### config.mk
export PLATFORM = sky130hd
export DESIGN_NAME = ftlfsr_gen
export DESIGN_NICKNAME = d
export VERILOG_FILES = /design/src/rtl/ftlfsr_pkg.sv /design/src/rtl/ftlfsr_step.sv /design/src/rtl/ftlfsr_vote.sv /design/src/rtl/ftlfsr_gen.sv
export SDC_FILE = /design/constraint.sdc
export NUM_CORES = 1
export LEC_CHECK = 0
export CORE_AREA = 2 2 106 185
export CTS_CLUSTER_DIAMETER = 30
export DETAILED_ROUTE_END_ITERATION = 16
export DIE_AREA = 0 0 108 187
export PLACE_DENSITY = 0.75
export SLEW_MARGIN = 20
export SYNTH_ARGS = -nofsm -noshare
export SYNTH_HDL_FRONTEND = slang
export SYNTH_SLANG_ARGS = --single-unit
### constraint.sdc
create_clock -name clk -period 4.53 [get_ports clk]
set_input_delay 1.1325 -clock clk [delete_from_list [all_inputs] [get_ports clk]]
set_output_delay 1.1325 -clock clk [all_outputs]
set_load 0.02 [all_outputs]
### src/rtl/ftlfsr_pkg.sv
package ftlfsr_pkg;
  localparam int unsigned NCOPY = 3;
  localparam logic [1:0] COPY_NONE = 2'd3;

  function automatic logic odd_parity32(input logic [31:0] v);
    return ^v;
  endfunction
endpackage

### src/rtl/ftlfsr_step.sv
module ftlfsr_step #(
  parameter int unsigned W  = 32,
  parameter int unsigned DW = $clog2(W + 1)
) (
  input  logic [W-1:0]  state,
  input  logic [W-1:0]  taps,
  input  logic [DW-1:0] deg,
  output logic [W-1:0]  mask,
  output logic [W-1:0]  nxt
);
  localparam logic [DW-1:0] MIN_DEG = DW'(2);
  localparam logic [DW-1:0] MAX_DEG = DW'(W);

  logic [DW-1:0] eff;
  logic          fb;

  always_comb begin
    if (deg < MIN_DEG)      eff = MIN_DEG;
    else if (deg > MAX_DEG) eff = MAX_DEG;
    else                    eff = deg;
  end

  for (genvar i = 0; i < W; i++) begin : g_mask
    assign mask[i] = (DW'(i) < eff);
  end

  assign fb  = ^(state & taps & mask);
  assign nxt = {state[W-2:0], fb} & mask;
endmodule

### src/rtl/ftlfsr_vote.sv
module ftlfsr_vote #(
  parameter int unsigned W = 32
) (
  input  logic [W-1:0] a,
  input  logic [W-1:0] b,
  input  logic [W-1:0] c,
  output logic [W-1:0] y,
  output logic         disagree
);
  logic [W-1:0] diff;

  for (genvar i = 0; i < W; i++) begin : g_bit
    assign y[i]    = (a[i] & b[i]) | (a[i] & c[i]) | (b[i] & c[i]);
    assign diff[i] = (a[i] ^ b[i]) | (a[i] ^ c[i]);
  end

  assign disagree = |diff;

  // any two agreeing copies decide the vote
  always_comb begin
    if (a == b) p_vote_ab_r8: assert (y == a);
    if (a == c) p_vote_ac_r8: assert (y == a);
    if (b == c) p_vote_bc_r8: assert (y == b);
  end
endmodule

### src/rtl/ftlfsr_gen.sv
module ftlfsr_gen #(
  parameter int unsigned W  = 32,
  parameter int unsigned DW = $clog2(W + 1)
) (
  input  logic          clk,
  input  logic          rst,
  input  logic [DW-1:0] cfg_deg,
  input  logic [W-1:0]  cfg_taps,
  input  logic [W-1:0]  cfg_seed,
  input  logic          load,
  input  logic          run,
  input  logic          inj_en,
  input  logic [1:0]    inj_copy,
  input  logic [W-1:0]  inj_mask,
  output logic [W-1:0]  rnd_out,
  output logic          rnd_valid,
  output logic          upset_flag
);
  import ftlfsr_pkg::*;

  logic [W-1:0] cp [NCOPY];
  logic [W-1:0] voted, mask, step_val, seed_m, wr_val;
  logic         disagree, inj_hit, wr, en;

  ftlfsr_vote #(.W(W)) i_vote (
    .a(cp[0]), .b(cp[1]), .c(cp[2]), .y(voted), .disagree(disagree)
  );

  ftlfsr_step #(.W(W), .DW(DW)) i_step (
    .state(voted), .taps(cfg_taps), .deg(cfg_deg), .mask(mask), .nxt(step_val)
  );

  assign seed_m  = cfg_seed & mask;
  assign inj_hit = inj_en && (inj_copy != COPY_NONE);
  assign wr      = load | run;
  assign en      = wr | inj_hit;

  always_comb begin
    if (load)
      wr_val = (seed_m == '0) ? W'(1) : seed_m;
    else
      wr_val = step_val;
  end

  // clock-gated state: only updates when en is asserted
  for (genvar k = 0; k < NCOPY; k++) begin : g_copy
    always_ff @(posedge clk) begin
      if (rst)
        cp[k] <= W'(1);
      else if (en)
        cp[k] <= (wr ? wr_val : cp[k]) ^
                 ((inj_hit && (inj_copy == 2'(k))) ? inj_mask : '0);
    end
  end

  always_ff @(posedge clk) begin
    if (rst) begin
      rnd_out    <= '0;
      rnd_valid  <= 1'b0;
      upset_flag <= 1'b0;
    end else begin
      if (wr) rnd_out <= wr_val;
      rnd_valid  <= run;
      upset_flag <= disagree;
    end
  end

  p_valid_r7: assert property (@(posedge clk) disable iff (rst)
    run |=> rnd_valid);
  p_novalid_r7: assert property (@(posedge clk) disable iff (rst)
    !run |=> !rnd_valid);
  p_hold_r6: assert property (@(posedge clk) disable iff (rst)
    (!run && !load) |=> $stable(rnd_out));
  p_seed_nz_r5: assert property (@(posedge clk) disable iff (rst)
    load |=> (rnd_out != '0));
  p_mask_r2: assert property (@(posedge clk) disable iff (rst)
    wr |=> ((rnd_out & ~$past(mask)) == '0));
  p_scrub_r9: assert property (@(posedge clk) disable iff (rst)
    (wr && !inj_hit) |=> (cp[0] == cp[1] && cp[1] == cp[2]));
  p_flag_r9: assert property (@(posedge clk) disable iff (rst)
    (inj_hit && inj_mask != '0) |=> ##1 upset_flag);
  p_none_r10: assert property (@(posedge clk) disable iff (rst)
    (inj_en && inj_copy == COPY_NONE && !wr && !disagree) |=> !disagree);
endmodule

Yosys cells after proc, flatten, opt, wreduce, memory -nomap -nowiden. Memories as Yosys holds them, arrays and structs flattened. Cells that the tools add are included.

Word-level logic and storage cells: 335. Flip-flop bits (word level): 34. Input bits: 109. Bits in writable memories: 96. Memories kept: 1. Output and inout bits: 34.

Reductions and logical operators: 8. Bitwise logic cells: 268. Mux-type cells: 18. Equal/unequal tests: 3. Order comparisons: 34.

Memories: cp (depth 3, bits a word 32, rd ports 3, clocked after Yosys merged registers in 0, write ports 3, line ftlfsr_gen.sv:21) `logic [W-1:0] cp [NCOPY];`.

Operator list (count): $mux W32 (11); $and A32 B32 Y32 (4); $or A1 B1 Y1 (101); $and A1 B1 Y1 (96); $lt A5 B6 Y1 const A (16); $xor A32 B32 Y32 (3); $xor A1 B1 Y1 (64); $lt A4 B6 Y1 const A (8); $logic_not A32 Y1 (1); $reduce_or A32 Y1 (1); $reduce_xor A32 Y1 (1); $lt A3 B6 Y1 const A (4); $lt A1 B6 Y1 const A (2); $lt A2 B6 Y1 const A (2); $mux W6 (2); $gt A6 B6 Y1 const B (1); $lt A6 B2 Y1 const B (1); $mux W1 (5); $logic_and A1 B1 Y1 (4); $eq A2 B1 Y1 const B (1); $eq A2 B2 Y1 const B (1); $logic_not A2 Y1 (1); $ne A2 B2 Y1 const B (1).

Logic depth before layout (Yosys ltp).
Word-level depth: 11. Mapped depth: 14.

Cells and area by module. A second synthesis with hierarchy kept.

Cell total of the unflattened synthesis: 1039. Area, all modules: 9172.5 um2.

By module, submodules not included: ftlfsr_gen (area each 6905.4 um2, times used 1, cells each 763); ftlfsr_vote (area each 1219.9 um2, times used 1, cells each 117); ftlfsr_step (area each 1047.3 um2, times used 1, cells each 159).

Worst setup path after synthesis. Ideal clock, no wire load.

Path kind: input-to-reg. Start: input port load. End: memory cp[0][0] (enable). Path slack: 27 ps. Library setup time: 471 ps. Stages on the path: 5. Arrival: 4032 ps. Path buffers: 2. Path through: clkbuf_1 > or2_2 > clkbuf_1 > a21oi_1 > nand2b_1.

RTL lines: from (decl) (line ftlfsr_gen.sv:10) `input logic load,`; to (decl) (line ftlfsr_gen.sv:21).

==> summary.txt <==
Global routing
  • Vias in the first global route: 8,671
  • Initial antenna violation count: 0
  • Largest net degree at the start of global routing: 97
  • First-pass GRT wire length: 46,000 µm
  • GRT overflow: 0
  • Gr usage total: 0.301

Floorplan
  • FP Rows: 67
  • Die ar.: 20,200 µm²
  • Die boundary height: 187 µm
  • Chip Width: 108 µm
  • Core area: 18,900 µm²
  • Num ports: 143
  • Initial core utilization: 0.490

Place
  • Port Buffers: 142
  • RD Place Congestion: 0.965
  • Hpwl dp: 21,600 µm
  • DP Area: 11,100 µm²

Detailed routing
  • Via density: 5.91
  • Routed Antenna Nets: 0
  • DR vias: 8,786
  • Drt total wl: 29,700 µm
  • Initial drt markers: 697
  • Total iterations of the first detailed-routing run: 5
  • WL/cell: 20.0 µm
  • # DRC: 0

Setup path
  • R2R cell count: 11
  • Kind of critical path: in2reg
  • Worst EP arrival: 4.30 ns
  • Critical Path Start Type: input port
  • Worst Setup End Kind: flip-flop
  • Required time of the critical path: 4.71 ns
  • CP max FO: 4

Synth
  • Post-synth EDFFs: 96
  • Mapped Area: 9240 µm²
  • Synth Flop Type: edfxtp_1
  • Synth area leaders: edfxtp_1 31%, nand2_1 12%, ha_1 8.7%
  • Share of the synthesized area in the top cell type: 0.312
  • Post-synth top area cell: edfxtp_1
  • Synth warn: 0
  • Synth Instances: 1,088
  • Syn Nets: 1,261
  • Top-count cell post-synth: nand2_1
  • Avg Inst Size Synth: 8.49 µm²
  • Synth top cells by count: 294 x nand2_1, 105 x nor2_1, 96 x edfxtp_1
  • Synthesis-stage register bit count: 130
  • Async SR Flop Fraction: 0
  • Unique masters post-synth: 61
  • Sequential-to-total area share from yosys stat: 0.386

Timing
  • Worst slew pin tran: 0.815 ns
  • Slew Limit Fails: 0
  • Setup Viol. Count Final: 0
  • Final Hold Viols: 0
  • Post-route setup TNS: 0 ns
  • RSZ-0062 raised after global routing: false
  • FMAX: 0.242 GHz
  • Period minus WS final: 4.12 ns
  • Clock skew: 0.00914 ns
  • Tcrit/Tclk final: 0.911
  • Slew HR: 0.452

Min path
  • Worst Hold Class: reg2reg
  • Hold path cells: 2

Power
  • Overall power: 3640 µW
  • Switching part of the total: 0.294
  • PwrDens: 311 nW/µm²
  • Internal: 2570 µW
  • Leakage power: 0.00490 µW
  • Max IR drop VDD: 293 µV
  • Switching power: 1070 µW
  • Flop pwr share: 0.403
  • Power share of the combinational group: 0.236
  • Clock share of power: 0.361

Layout
  • Final nets: 1,406
  • Antenna Cells: 0
  • Post-synthesis to final-layout area growth: 26.5%
  • Layout cells sized above 1: 0.0795
  • Final instance area: 11,700 µm²

Clock tree
  • CTS root buffer: clkbuf_16
  • Hold bufs inserted after CTS: 0
  • Clock Sinks: 130
  • CTS Buf Count: 17
  • Worst skew pair latency: 0.44 ns
  • # resized after CTS: 0
  • CTS tree: done
  • Clock Tree Buf Depth: 2
  • CTS clk-pin slew, worst paths: 0.06 ns
  • Clock H-tree levels: 4
  • Post-CTS setup buffer count: 0

Run
  • Max-Cap Viols: 0

Outcome
  • Outcome: complete, no violations
## path summary, 6_finish.rpt
kind / start / end / slack, ns
setup / recovery: cfg_deg[3] / cp[0][0] / 0.41
setup reg to reg: cp[1][3] / cp[0][0] / 1.25
hold / removal: rnd_out[5] / rnd_out[5] / 0.45
hold reg to reg: rnd_out[5] / rnd_out[5] / 0.45
## power by group through the flow
stage / combinational (µW) / clock [µW] / sequential, µW
after floorplan: 470 / 0 / 1490
final: 860 / 1310 / 1470
after CTS: 853 / 1320 / 1470
after detailed placement: 847 / 0 / 1490
after global routing: 924 / 1370 / 1480
after global placement: 833 / 0 / 1480
## layout by cell type, fill, tap and decap left out, drive strengths merged, types with 4 or more instances in the layout
cell / netlist / routed
nor4: 19 / 19
a32oi: 4 / 4
xnor2: 27 / 27
a22o: 5 / 5
inv: 12 / 12
a21oi: 69 / 69
a31oi: 11 / 11
o21ai: 14 / 14
dfxtp: 34 / 34
nand3b: 8 / 8
clkinv: 0 / 9
clkbuf: 47 / 18
and2: 4 / 4
o211ai: 7 / 7
a211o: 16 / 16
clkdlybuf4s50: 0 / 142
ha: 64 / 64
nor3b: 8 / 8
and3: 31 / 31
nand3: 13 / 13
nand4: 4 / 4
nor3: 23 / 23
or2: 7 / 7
xor2: 74 / 74
a211oi: 19 / 19
nand2: 294 / 294
buf: 13 / 44
or3: 9 / 9
nor2b: 4 / 4
a21o: 7 / 7
a32o: 4 / 4
edfxtp: 96 / 96
nor2: 105 / 105
## worst max-delay path, cell delays in order
cell and delay, ns:
clkdlybuf4s50_1 0.48, or4_4 0.59, a21oi_1 0.25, nand3b_1 0.14
o21ai_1 0.09, xnor2_1 0.16, xnor3_1 0.42, xnor3_1 0.44
a221oi_1 0.38, xnor2_1 0.16, nand2_1 0.06
## layer usage
metal	part of all wire	vias up	GRT usage
met5	0	-	0
met4	0.056	0	0.160
met3	0.070	93	0.0505
met2	0.51	421	0.515
met1	0.37	4157	0.353
li1	-	4115	-
## cell families after synthesis
group | share of synthesized area
AO/OA/AOI/OAI | 0.136
XOR/XNOR | 0.103
adder cells (fa/ha/maj) | 0.0867
buffers and inverters | 0.0326
flip-flops | 0.386
AND/OR/NAND/NOR | 0.256
## per-stage QoR
| step | std cells | setup WS [ns] | hold WS [ns] | util |
|---|---|---|---|---|
| 2_1_floorplan | 1088 | 0.0271 | 0.535 | - |
| 3_3_place_gp | 1455 | 0.0424 | 0.442 | 0.590 |
| 3_5_place_dp | 1455 | 0.0353 | 0.446 | 0.590 |
| 4_1_cts | 1487 | 0.469 | 0.454 | 0.620 |
| 5_1_grt | 1487 | 0.194 | 0.468 | 0.620 |
| 6_report | 1487 | 0.405 | 0.453 | 0.620 |
## cell type report
cell class	count	area, µm²
fillers	1623	7180
multi-input cells	886	5400
flip-flops and latches	130	3560
repair buffers	186	1830
clock buffers	18	429
well taps	241	302
clock inverters	14	121
inverters	12	45.0
## registers in the layout, indices dropped and copies added (netlist names)
register and flops:
rnd_out 32, cp 96, upset_flag 1, rnd_valid 1
Power figures use the tool's default switching activity.
